### src/rtl/vdma_setup_decoder.sv
module vdma_setup_decoder #(
  parameter logic [7:0]  REQ_TYPE   = 8'h40,
  parameter logic [7:0]  REQ_CODE   = 8'h0C,
  parameter logic [15:0] REQ_INDEX  = 16'h0471,
  parameter int          ADDR_BYTES = 3,
  parameter int          SIZE_BYTES = 2
) (
  input  logic                      clk,
  input  logic                      rst_n,
  input  logic                      byte_valid,
  input  logic [7:0]                byte_data,
  input  logic                      setup_start,
  output logic                      req_valid,
  output logic [8*ADDR_BYTES-1:0]   req_addr,
  output logic [8*SIZE_BYTES-1:0]   req_size,
  output logic                      req_in,
  output logic                      stall
);
  localparam int ADDR_W   = 8 * ADDR_BYTES;
  localparam int SIZE_W   = 8 * SIZE_BYTES;
  localparam int DATA_LEN = ADDR_BYTES + SIZE_BYTES + 1;
  localparam int HOLD_W   = 8 * (DATA_LEN - 1);
  localparam int DCNT_W   = $clog2(DATA_LEN + 1);
  localparam logic [15:0] LEN16 = 16'(DATA_LEN);

  typedef enum logic [1:0] {PH_IDLE, PH_SETUP, PH_DATA, PH_DONE} phase_t;

  phase_t              phase;
  logic [2:0]          scnt;
  logic [DCNT_W-1:0]   dcnt;
  logic                match_q;
  logic [HOLD_W-1:0]   hold;
  logic [8*DATA_LEN-1:0] frame;
  logic                byte_ok;

  function automatic logic [7:0] sig_byte(input logic [2:0] idx);
    case (idx)
      3'd0:    return REQ_TYPE;
      3'd1:    return REQ_CODE;
      3'd4:    return REQ_INDEX[7:0];
      3'd5:    return REQ_INDEX[15:8];
      3'd6:    return LEN16[7:0];
      3'd7:    return LEN16[15:8];
      default: return 8'h00;
    endcase
  endfunction

  assign byte_ok = (byte_data == sig_byte(scnt));
  assign frame   = {byte_data, hold};

  always_ff @(posedge clk or negedge rst_n) begin
    if (!rst_n) begin
      phase     <= PH_IDLE;
      scnt      <= '0;
      dcnt      <= '0;
      match_q   <= 1'b1;
      hold      <= '0;
      req_valid <= 1'b0;
      stall     <= 1'b0;
      req_addr  <= '0;
      req_size  <= '0;
      req_in    <= 1'b0;
    end else begin
      req_valid <= 1'b0;
      stall     <= 1'b0;
      if (setup_start) begin
        phase   <= PH_SETUP;
        dcnt    <= '0;
        if (byte_valid) begin
          scnt    <= 3'd1;
          match_q <= (byte_data == sig_byte(3'd0));
        end else begin
          scnt    <= 3'd0;
          match_q <= 1'b1;
        end
      end else if (byte_valid) begin
        case (phase)
          PH_SETUP: begin
            if (scnt == 3'd7) begin
              if (match_q && byte_ok) begin
                phase <= PH_DATA;
                dcnt  <= '0;
              end else begin
                phase <= PH_IDLE;
                stall <= 1'b1;
              end
            end else begin
              scnt    <= scnt + 3'd1;
              match_q <= match_q && byte_ok;
            end
          end
          PH_DATA: begin
            hold <= frame[8*DATA_LEN-1:8];
            if (dcnt == DCNT_W'(DATA_LEN - 1)) begin
              phase <= PH_DONE;
              if (byte_data[7]) begin
                req_valid <= 1'b1;
                req_addr  <= frame[ADDR_W-1:0];
                req_size  <= frame[ADDR_W +: SIZE_W];
                req_in    <= byte_data[0];
              end
            end else begin
              dcnt <= dcnt + 1'b1;
            end
          end
          default: ;
        endcase
      end
    end
  end

  AST_REQ_PULSE: assert property (@(posedge clk) disable iff (!rst_n)
    req_valid |=> !req_valid);
  AST_STALL_PULSE: assert property (@(posedge clk) disable iff (!rst_n)
    stall |=> !stall);
  AST_REQ_STALL_EXCL: assert property (@(posedge clk) disable iff (!rst_n)
    !(req_valid && stall));
  AST_REQ_NEEDS_CMD: assert property (@(posedge clk) disable iff (!rst_n)
    req_valid |-> $past(byte_valid && byte_data[7] && !setup_start));
  AST_STALL_ON_BYTE: assert property (@(posedge clk) disable iff (!rst_n)
    stall |-> $past(byte_valid && !setup_start));
  AST_FIELDS_HOLD: assert property (@(posedge clk) disable iff (!rst_n)
    !req_valid |-> $stable({req_addr, req_size, req_in}));
endmodule

### config.mk
export PLATFORM = sky130hd
export DESIGN_NAME = vdma_setup_decoder
export DESIGN_NICKNAME = d
export VERILOG_FILES = /design/src/rtl/vdma_setup_decoder.sv
export SDC_FILE = /design/constraint.sdc
export NUM_CORES = 1
export LEC_CHECK = 0
export BUFFER_PORTS_ARGS = -buffer_cell sky130_fd_sc_hd__buf_4
export CAP_MARGIN = 25
export CELL_PAD_IN_SITES_DETAIL_PLACEMENT = 0
export CELL_PAD_IN_SITES_GLOBAL_PLACEMENT = 1
export CORE_ASPECT_RATIO = 0.9
export CORE_MARGIN = 2
export CORE_UTILIZATION = 32
export CTS_CLUSTER_DIAMETER = 30
export DETAILED_ROUTE_END_ITERATION = 8
export PLACE_DENSITY_LB_ADDON = 0.1
export SYNTH_ARGS = -nofsm -noshare
export SYNTH_HDL_FRONTEND = slang
export SYNTH_SLANG_ARGS = --single-unit
### constraint.sdc
create_clock -name clk -period 3.3 [get_ports clk]
set_input_delay 0.33 -clock clk [delete_from_list [all_inputs] [get_ports clk]]
set_output_delay 0.33 -clock clk [all_outputs]
set_load 0.005 [all_outputs]
==> PnR_summary.wiki, run 1 <==
{| class="wikitable"
! Metric !! Value
|-
| Final setup violation count || 0
|-
| Max-slew violation total from the final report || 0
|-
| Filler-free cell count of the finished design || 484
|-
| Ports placed on the boundary || 55
|-
| Cell Pwr Density || a little under 500 nW/um2
|-
| Number of remaining DRC errors || 0
|-
| Beginning of the worst register-to-register path || phase[0]
|-
| Kind of end point of the critical path || register
|-
| Area of the core || approximately 12000 um2
|-
| Syn Std Cell Area || slightly below 4000 um2
|-
| Clock buffer count from CTS || 9
|-
| Number of antenna violations at the first check in global routing || 0
|-
| Max_slew headroom || between 50% and 60%
|-
| Total clock sinks || a little over 90
|-
| Effective utilization at floorplan || about a third
|-
| Number of optimization iterations in the first detailed-route pass || 4
|-
| Pin count of the biggest net entering global routing || 56
|-
| Maximum buffer depth of the clock tree || 2
|-
| Post-synthesis sequential element count || about 90
|-
| H-tree levels || 3
|-
| Biggest area contributors in the synthesized netlist || dfrtp_1, mux2_2, mux2_1
|-
| Unrepaired setup endpoints after global routing || false
|-
| Worst setup slack after layout || 1.10 ns
|-
| Result of the run || finished, final reports clean
|-
| Share of the synthesized area in the top cell type || 59.2%
|-
| Starting DRC count in detailed routing || 104
|-
| Max-cap violation count || 0
|-
| Most common cell after layout, fill and taps aside || dfrtp_1
|-
| Share of post-route cells with drive strength above 1 || a little under two fifths
|-
| Count of different cell masters after synthesis || 35
|-
| Dominant cell type by area after synthesis || dfrtp_1
|-
| Hold violation total from the final report || 0
|-
| DR vias || around 2300
|-
| Area of combinational cells with multiple inputs || between 1000 and 1500 um2
|-
| Clock network latency to the later pin of the worst-skew pair || roughly 0.33 ns
|-
| Cells after Synth || around 270
|-
| Average routed wire per standard cell || around 15 um
|-
| Number of antenna diodes || 0
|-
| Clock skew || approximately 0.0068 ns
|-
| NumNets Final || between 300 and 400
|-
| Post-DRT Antenna Nets || 0
|-
| Critical R2R Capture || req_addr[16]
|-
| Sequential fraction of the synthesis area || 59.9%
|-
| Worst Setup Start Kind || register
|-
| Reg2reg setup slack || 1.10 ns
|-
| Routed Wire Length || about 7400 um
|-
| Area used by sequential logic in the layout || 2300 um2
|-
| Top flip-flop cell by instance count after synthesis || dfrtp_1
|-
| Chip Width || ~120 um
|-
| First-pass GRT wire length || between 10000 and 15000 um
|-
| Final GP Congestion || slightly above 0.7
|-
| P_leak || roughly 2.4 nW
|-
| Worst slack on hold paths || 0.0473 ns
|-
| Number of placed instances with taps included || ~470
|-
| Die Footprint || between 10000 and 15000 um2
|-
| Number of buffers inserted by port buffering || 54
|-
| Filler cell count || 1116
|-
| Worst Path Required || about 3.5 ns
|-
| Yosys Warn Count || 0
|-
| Shortest clock period the worst path allows after layout || roughly 2.2 ns
|-
| Worst-path fanout max || 25
|-
| Min-delay worst type || in2async
|-
| CP Data Arrival Time || roughly 2.4 ns
|-
| Vias/cell || 4.65
|-
| Synth Net Count || 285
|-
| Worst-Margin Slew || approximately 0.7 ns
|-
| Clock slew at reported path FFs || ~0.07 ns
|-
| F_max || 455 MHz
|-
| Worst vdd ir || between 0.0002 and 0.0003 V
|-
| Grt total ovfl || 0
|-
| Row count || 37
|-
| Fraction of registers with async set/reset || 100%
|-
| Commonest cells after routing, fill and taps aside || dfrtp_1, buf_4, mux2_2
|-
| Hpwl dp || just under 5000 um
|-
| Number of flops mapped to enable cells by yosys || 0
|-
| Height of the die || between 100 and 150 um
|-
| Number of cells upsized or downsized after cts || 0
|-
| Root buffer cell || clkbuf_16
|-
| Cell depth of the worst flop-to-flop path || 5
|-
| Overall Global Routing Usage || about an eighth
|-
| Number of buffers inserted to repair setup after CTS || 0
|-
| Vias in the first global route || ~2200
|-
| Total Negative Setup Slacks || 0 ns
|-
| Area growth from synthesis to layout || 22.6%
|-
| Post-placement worst setup slack || 1.05 ns
|-
| Cts hold-fix bufs || 0
|-
| Setup CP Type || reg2reg
|-
| Mean area per synthesized cell || roughly 15 um2
|-
| Fin crit share || between 60 and 70%
|-
| Clock tree from TritonCTS || built
|-
| Final standard cell utilization of the core || roughly 41%
|}
-- state kept, by name, summed over array words and instances (netlist names) --
| signal | flops |
|---|---|
| dcnt | 3 |
| req_in | 1 |
| phase | 2 |
| req_addr | 24 |
| scnt | 3 |
| req_valid | 1 |
| stall | 1 |
| match_q | 1 |
| hold | 40 |
| req_size | 16 |
-- metrics by stage --
step	power [mW]	instance area [um2]
finish	2.29	4720
detailed placement	1.29	4420
global placement	1.29	4420
global route	2.39	4720
CTS	2.32	4720
floorplan	1.23	3850
-- worst max-delay path, stage by stage, from the launching register on --
cell	delay, ns
dfrtp_1	0.41
nand2b_1	0.25
nor3b_4	0.23
and4_2	0.60
buf_12	0.26
mux2_1	0.34
-- metal layers --
metal	vias up	GRT usage, %	wire (um)	share of wire, %
li1	1056	-	-	-
met1	1135	18.4	3910	53
met2	54	16.9	3070	41
met3	8	3.69	350	4.7
met4	0	5.04	107	1.4
met5	-	0	0	0
-- cell usage after synthesis, types with 2 or more instances --
master	n
mux2i_1	4
nand2_1	7
buf_6	4
nor3_1	4
clkbuf_1	2
buf_2	4
o21ai_0	4
dfrtp_1	91
a21oi_1	6
nand2b_1	5
inv_1	6
nor2_1	7
ha_1	8
mux2_2	44
nor2b_1	3
nand3_1	3
a31oi_1	3
mux2_1	39
xnor2_1	2
o22ai_1	3
nor3b_2	2
-- kinds of logic after synthesis --
logic type	share of synthesized area, %
xor+xnor	0.683
fa+ha+maj	2.60
flops	59.9
mux	25.3
buf+inv	2.67
compound gates	3.41
simple gates	5.43
-- where the power goes --
| part | leakage, nW | internal, mW | total [mW] | switching [mW] |
|---|---|---|---|---|
| Clock | 0.138 | 0.591 | 1.03 | 0.437 |
| Sequential | 1.27 | 1.14 | 1.15 | 0.0138 |
| Combinational | 1.02 | 0.0433 | 0.110 | 0.0668 |
| Total | 2.43 | 1.77 | 2.29 | 0.517 |
-- layout make-up --
class                      instances  area share, %
clock buffer                       9           4.77
clock inverter                     7           1.59
inverter                           6          0.477
multi-input combinational        156           30.7
sequential                        92           48.8
tap                              156           4.14
timing repair buffer              58           9.49
-- worst max-delay path by stage --
| stage | cells after the start | to | slack [ns] | start |
|---|---|---|---|---|
| after floorplan | 6 | req_addr[0] | 1.53 | phase[0] |
| after global placement | 5 | req_addr[11] | 1.09 | phase[0] |
| after detailed placement | 5 | req_addr[16] | 1.05 | phase[0] |
| after CTS | 5 | req_addr[16] | 1.05 | phase[0] |
| after global routing | 5 | req_addr[8] | 0.92 | phase[0] |
| final | 5 | req_addr[16] | 1.10 | phase[0] |
(Power assumes the default switching activity.)
==> run 2, diff against run 1 <==
Settings changed: ABC_AREA set to 1.
Clock period 3.3 ns to 2.17 ns, I/O delays scaled along.
==> run 2 against run 1 <==
Compared with the run above: sequential share of layout area down 1.3 points; hold slack improved by 0.024 ns; register-to-register slack got worse by 0.80 ns; core utilization down 0.75 points; via count grew 26%; design area increased by 2.8%; combinational power rose to 4.1 times the previous value; first-iteration DRC count up 26%; power rose by 74%; clock skew is essentially flat; largest cell class unchanged; highest routed layer unchanged.
==> PnR_summary.wiki, run 2 <==
{| class="wikitable"
! Metric !! Value
|-
| Number of antenna violations at the first check in global routing || 0
|-
| Min-delay worst type || in2reg
|-
| Combinational fraction of design power || a little under an eighth
|-
| Die Footprint || about 13000 um2
|-
| Fin crit share || between 80% and 90%
|-
| Ports placed on the boundary || 55
|-
| Pin count of the biggest net entering global routing || 65
|-
| Total Power || ~4.0 mW
|-
| Starting DRC count in detailed routing || between 100 and 150
|-
| Portion of total power attributed to the clock network || about 38%
|-
| Syn Std Cell Area || between 3000 and 4000 um2
|-
| Number of optimization iterations in the first detailed-route pass || 4
|-
| Vias in the first global route || between 2000 and 3000
|-
| Top cell types by occurrence after synthesis || nand2_1, dfrtp_1, inv_1
|-
| Worst vdd ir || 0.000364 V
|-
| Mean area per synthesized cell || 9.31 um2
|-
| Fraction of power consumed by sequential logic || approximately half
|-
| Clock buffer count from CTS || 9
|-
| Series of cell instances along the critical path || inv_1 -> ha_1 -> nand2_1 -> nand3_2 -> nand3_1 -> nand2_1 -> nor2_1 -> nand2_1 -> nand3_2 -> nand3_1 -> nand2_1 -> nand2_1
|-
| Dominant cell type by area after synthesis || dfrtp_1
|-
| Post-synthesis sequential element count || between 90 and 100
|-
| Top flip-flop cell by instance count after synthesis || dfrtp_1
|-
| Max_slew headroom || between 60% and 70%
|-
| Yosys Warn Count || 0
|-
| Dominant cell type by count on the critical path || nand2_1
|-
| NumNets Final || about 500
|-
| Area of placed instances || around 4500 um2
|-
| Sequential fraction of the synthesis area || 57.7%
|-
| Chip Width || around 120 um
|-
| Slowest library cell on the worst path || dfrtp_1
|-
| Kind of end point of the critical path || register
|-
| Effective utilization at floorplan || 33.0%
|-
| Worst Path Required || ~2.4 ns
|-
| Filler cell count || 1233
|-
| Clock network latency to the later pin of the worst-skew pair || 0.34 ns
|-
| Routed Wire Length || ~8500 um
|-
| Count of different cell masters after synthesis || 25
|-
| Maximum buffer depth of the clock tree || 2
|-
| Final setup violation count || 0
|-
| Flip-flop count of the largest register after layout || 40
|-
| Number of flops mapped to enable cells by yosys || 0
|-
| Max-cap violation count || 0
|-
| Commonest cells after routing, fill and taps aside || nand2_1, dfrtp_1, buf_4
|-
| CP Data Arrival Time || between 2 and 2.5 ns
|-
| Top register by number of flip-flops || hold
|-
| First-pass GRT wire length || around 14000 um
|-
| Biggest area contributors in the synthesized netlist || dfrtp_1, nand2_1, o21ai_0
|-
| Result of the run || finished, final reports clean
|-
| Height of the die || 110 um
|-
| Worst Setup Start Kind || register
|-
| Largest registers || hold x40, req_addr x24, req_size x16
|-
| Hold violation total from the final report || 0
|-
| Overall Global Routing Usage || 14.0%
|-
| Post-DRT Antenna Nets || 0
|-
| Cells after Synth || ~430
|-
| Setup CP Type || reg2reg
|-
| Fraction of registers with async set/reset || 100%
|-
| Area of all placed cells without fillers || a little under 5000 um2
|-
| Grt total ovfl || 0
|-
| Number of buffers inserted to repair setup after CTS || 0
|-
| F_max || between 500 and 600 MHz
|-
| Most numerous cell in the Yosys netlist || nand2_1
|-
| Row count || 38
|-
| Worst-Margin Slew || ~0.48 ns
|-
| P_leak || roughly 2.5 nW
|-
| DR vias || around 2800
|-
| Clock skew || 0.00662 ns
|-
| Area growth from synthesis to layout || 21.5%
|-
| Synth Net Count || 449
|-
| H-tree levels || 3
|-
| Switching portion of total power || 27.3%
|-
| Clock slew at reported path FFs || about 0.060 ns
|-
| Final GP Congestion || 0.782
|-
| Cell-internal power || between 2 and 3 mW
|-
| Total Negative Setup Slacks || 0 ns
|-
| Unrepaired setup endpoints after global routing || false
|-
| Worst-path fanout max || 6
|-
| Share of post-route cells with drive strength above 1 || roughly 24%
|-
| Area of the core || ~12000 um2
|-
| Most common cell after layout, fill and taps aside || nand2_1
|-
| Clock tree from TritonCTS || built
|-
| Average routed wire per standard cell || roughly 13 um
|-
| Hpwl dp || roughly 6000 um
|-
| Biggest cell delay along the critical path || roughly 0.4 ns
|-
| Number of buffers inserted by port buffering || between 50 and 60
|-
| Number of antenna diodes || 0
|-
| Cell Pwr Density || a little over 800 nW/um2
|-
| Share of the synthesized area in the top cell type || 57.0%
|-
| Shortest clock period the worst path allows after layout || ~1.9 ns
|-
| Max-slew violation total from the final report || 0
|-
| Root buffer cell || clkbuf_16
|-
| Total clock sinks || between 90 and 100
|-
| Number of remaining DRC errors || 0
|-
| Worst slack on hold paths || between 0.07 and 0.08 ns
|-
| Vias/cell || 4.36
|-
| Switching Power || between 1 and 1.5 mW
|}
[run 2: cell types whose count changed after synthesis, sizes merged, moves of 5 or more]
cell    change
nand2     +126
mux2       -83
o21ai      +75
inv        +52
nand3      +11
nor2        +8
nand2b      -5
[run 2: area by class of cell]
class / count / area (um2) / area share, %
Clock buffer: 12 / 256 / 5.29
Clock inverter: 4 / 30.0 / 0.619
Inverter: 58 / 218 / 4.49
Multi-Input combinational cell: 262 / 1360 / 27.9
Sequential cell: 92 / 2300 / 47.5
Tap cell: 160 / 200 / 4.13
Timing Repair Buffer: 61 / 489 / 10.1
[run 2: cells by family (layout without fill, tap and decap cells)]
| group | Yosys count | count (layout) | share of synthesized area (%) |
|---|---|---|---|
| fa+ha+maj | 8 | 8 | 2.51 |
| flops | 92 | 92 | 57.7 |
| compound gates | 85 | 85 | 12.9 |
| xor+xnor | 1 | 1 | 0.219 |
| simple gates | 168 | 168 | 18.2 |
| buf+inv | 75 | 135 | 8.55 |
[run 2: timing repair]
action	CTS	global route
endpoints found under the setup margin	0	4
hold buffers	1	0
gates resized for setup	0	2
hold endpoints to repair	24	0
[run 2: final timing paths]
kind / depth (start not counted) / start / slack [ns] / end
worst max-delay path: 12 / scnt[0] / 0.30 / dcnt[2]
worst min-delay path: 2 / setup_start / 0.07 / stall
min in group asynchronous: 2 / rst_n / 0.33 / req_addr[5]
worst min register to register: 2 / req_size[5] / 0.47 / req_size[5]
max in group asynchronous: 3 / rst_n / 1.19 / req_addr[16]
worst max register to register: 12 / scnt[0] / 0.30 / dcnt[2]
[run 2: routing by layer]
layer | vias up | global-route usage [%] | share of wire [%]
li1 | 1456 | - | -
met1 | 1328 | 16.7 | 45
met2 | 36 | 24.2 | 50
met3 | 8 | 4.06 | 3.4
met4 | 0 | 5.09 | 1.5
met5 | - | 0 | 0
[run 2: worst max-delay path: cells and delay by family, from the launching register on]
family / cells / cell delay (ns)
AND/OR/NAND/NOR: 10 / 0.99
flip-flops: 1 / 0.41
adder cells (fa/ha/maj): 1 / 0.25
buffers and inverters: 1 / 0.12
[run 2: per-stage QoR]
step | instances | worst slack (ns) | util (%)
finish | 649 | 0.302 | 40.0
CTS | 649 | 0.229 | 39.9
global route | 649 | 0.0588 | 40.0
global placement | 632 | 0.239 | 37.5
floorplan | 429 | 0.521 | -
detailed placement | 632 | 0.247 | 37.5
[run 2: power by group through the flow]
stage | clock network (mW) | registers, mW | logic, mW
3_5_place_dp | 0 | 2.06 | 0.464
5_1_grt | 1.63 | 2.06 | 0.542
2_1_floorplan | 0 | 2.02 | 0.302
6_report | 1.51 | 2.03 | 0.454
3_3_place_gp | 0 | 2.06 | 0.459
4_1_cts | 1.57 | 2.03 | 0.469
==> run 3, diff against run 2 <==
Settings changed: BUFFER_PORTS_ARGS -buffer_cell sky130_fd_sc_hd__buf_4 to unset, CTS_BUF_LIST set to sky130_fd_sc_hd__clkbuf_4 sky130_fd_sc_hd__clkbuf_8, DONT_BUFFER_PORTS set to 1.
==> run 3 against run 2 <==
Compared with the run above: the run now ends with negative hold slack left; global-route usage fell by 0.31 points; power fell by 11%; sequential share of layout area rose by 5.3 points; cell count fell by 7.9%; critical path depth rose by 1; via count fell by 5.6%; non-clock buffer count fell by 49; setup slack improved by 0.0033 ns; clock power fell by 25%; combinational power fell by 13%; critical path type unchanged; critical endpoint is now dcnt[0].
==> PnR_summary.wiki, run 3 (synthesized netlist as in run 2, its figures left out) <==
{| class="wikitable"
! Metric !! Value
|-
| Final setup violation count || 0
|-
| Worst Setup Start Kind || register
|-
| Area of all placed cells without fillers || ~4400 um2
|-
| Hold violation total from the final report || 92
|-
| Series of cell instances along the critical path || inv_1 -> ha_1 -> nand3_1 -> nand2_1 -> nand2_1 -> nor2_1 -> nand2_1 -> nor2_1 -> nand2_1 -> nand3_2 -> nand3_1 -> nand2_1 -> nand2_1
|-
| Final GP Congestion || approximately 0.81
|-
| Violations in the final reports || negative hold slack
|-
| Min-delay worst type || in2async
|-
| Met1 global-route usage || about 16%
|-
| Gr busiest metal || met2
|-
| Clock tree from TritonCTS || built
|-
| Starting DRC count in detailed routing || ~160
|-
| Total Negative Setup Slacks || 0 ns
|-
| Most common cell after layout, fill and taps aside || nand2_1
|-
| Setup CP Type || reg2reg
|-
| Area of placed instances || 4100 um2
|-
| Commonest cells after routing, fill and taps aside || nand2_1, dfrtp_1, inv_1
|-
| Clock network latency to the later pin of the worst-skew pair || 0.37 ns
|-
| Number of remaining DRC errors || 0
|-
| Number of antenna diodes || 0
|-
| Dominant cell type by count on the critical path || nand2_1
|-
| Effective utilization at floorplan || 33.0%
|-
| DR vias || approximately 2700
|-
| Overall Global Routing Usage || ~14%
|-
| Worst-path fanout max || 5
|-
| Result of the run || finished with violations
|-
| Number of antenna violations at the first check in global routing || 0
|-
| Cts hold-fix bufs || 8
|-
| End point of the critical path || dcnt[0]
|-
| Number of optimization iterations in the first detailed-route pass || 4
|-
| H-tree levels || 3
|-
| Height of the die || 110 um
|-
| Kind of end point of the critical path || register
|-
| Clock buffer count from CTS || 9
|-
| Die Footprint || approximately 13000 um2
|-
| Number of stages on the worst setup path || 13
|-
| Top register by number of flip-flops || hold
|-
| Hpwl dp || between 5000 and 6000 um
|-
| Worst Path Required || 2.43 ns
|-
| First-pass GRT wire length || ~14000 um
|-
| Cell Pwr Density || between 800 and 900 nW/um2
|-
| Share of post-route cells with drive strength above 1 || 14.2%
|-
| Post-DRT Antenna Nets || 0
|-
| Average routed wire per standard cell || 14.2 um
|-
| Grt total ovfl || 0
|-
| Grt met2 use || between 20% and 30%
|-
| Reg2reg setup slack || between 0.3 and 0.4 ns
|-
| Worst vdd ir || approximately 0.00035 V
|-
| Area growth from synthesis to layout || 9.40%
|-
| Vias in the first global route || roughly 2700
|-
| Number of buffers inserted by port buffering || 0
|-
| Routed Wire Length || 8500 um
|-
| Row count || 38
|-
| Area of the core || 12100 um2
|-
| Number of placed instances with taps included || roughly 580
|-
| NumNets Final || ~460
|-
| Clock slew at reported path FFs || roughly 0.09 ns
|-
| Flip-flop count of the largest register after layout || 40
|-
| Gate family responsible for the most delay along the worst path || simple AND/OR/NAND/NOR gates
|-
| Total Power || 3.55 mW
|-
| Worst slack on hold paths || -0.468 ns
|-
| Root buffer cell || clkbuf_8
|-
| Critical path startpoint || scnt[0]
|-
| Max-slew violation total from the final report || 0
|-
| Critical R2R Capture || dcnt[0]
|-
| Number of buffers inserted to repair setup after CTS || 0
|-
| Max_slew headroom || between 50% and 60%
|-
| Chip Width || between 100 and 150 um
|-
| Max-cap violation count || 0
|-
| Biggest cell delay along the critical path || around 0.44 ns
|-
| Cell depth of the worst flop-to-flop path || 13
|-
| Shortest clock period the worst path allows after layout || between 1.5 and 2 ns
|-
| P_leak || roughly 2.2 nW
|-
| Clock skew || roughly 0.0086 ns
|-
| CP Data Arrival Time || ~2.1 ns
|-
| Maximum buffer depth of the clock tree || 2
|-
| Total clock sinks || 92
|-
| Buffers & Inverters on Critical Path || 1
|-
| Largest registers || hold x40, req_addr x24, req_size x16
|-
| Worst-Margin Slew || between 0.6 and 0.7 ns
|-
| Slowest library cell on the worst path || dfrtp_2
|-
| Unrepaired setup endpoints after global routing || false
|-
| Filler-free cell count of the finished design || 598
|-
| F_max || ~540 MHz
|-
| Fin crit share || around 86%
|-
| GR met3 Demand/Resource || under 10%
|-
| Vias/cell || around 4.5
|-
| Ports placed on the boundary || 55
|-
| Beginning of the worst register-to-register path || scnt[0]
|-
| Pin count of the biggest net entering global routing || between 90 and 100
|}
## run 3: changes by cell type in the layout (fill, tap and decap cells not counted), moves of 2 or more
| cell | change |
|---|---|
| buf_12 | -2 |
| buf_4 | -53 |
| clkbuf_16 | -9 |
| clkbuf_8 | +7 |
| dlygate4sd3_1 | +7 |
## run 3: area by class of cell
class | count | area, um2
fill | 1272 | 7750
inverter | 58 | 218
timing repair buffer | 12 | 110
tap | 160 | 200
clock inverter | 4 | 51.3
clock buffer | 10 | 131
multi-input combinational | 262 | 1360
sequential | 92 | 2300
## run 3: repair_timing
item / 4_1_cts / 5_1_grt
resized for setup: 0 / 2
hold endpoints to repair: 102 / 92
setup endpoints to repair: 0 / 3
## run 3: worst reg2reg max path, stage by stage, from the launching register on
cell	delay [ns]
dfrtp_2	0.44
inv_1	0.14
ha_1	0.21
nand3_1	0.08
nand2_1	0.07
nand2_1	0.06
nor2_1	0.10
nand2_1	0.06
nor2_1	0.10
nand2_1	0.12
nand3_2	0.12
nand3_1	0.12
nand2_1	0.09
nand2_1	0.05
## run 3: layer usage
metal | up-vias | routed length [um] | part of all wire [%]
met5 | - | 0 | 0
met4 | 0 | 119 | 1.4
met3 | 8 | 501 | 5.9
met2 | 46 | 4170 | 49
met1 | 1259 | 3710 | 44
li1 | 1357 | - | -
## run 3: metrics by stage
stage                     setup slack [ns]  hold slack [ns]  utilization [%]
after detailed placement             0.213          -0.0763             33.8
final                                0.305           -0.468             36.0
after global placement               0.255          -0.0754             33.8
after CTS                            0.196           -0.499             36.0
after global routing                0.0395           -0.507             36.0
after floorplan                      0.521          -0.0786                -
## run 3: how the worst min path moves through the flow
stage                     startpoint  cells after the start      endpoint
after floorplan                rst_n                      0       dcnt[0]
after global placement         rst_n                      0   req_addr[5]
after detailed placement       rst_n                      0   req_addr[5]
after CTS                      rst_n                      0  req_addr[15]
after global routing           rst_n                      0   req_size[0]
final                          rst_n                      0   req_addr[5]
## run 3: power by group
group,switching (mW),leakage (nW),internal (mW)
Sequential,0.104,1.14,1.91
Combinational,0.266,0.960,0.130
Clock,0.604,0.0920,0.535
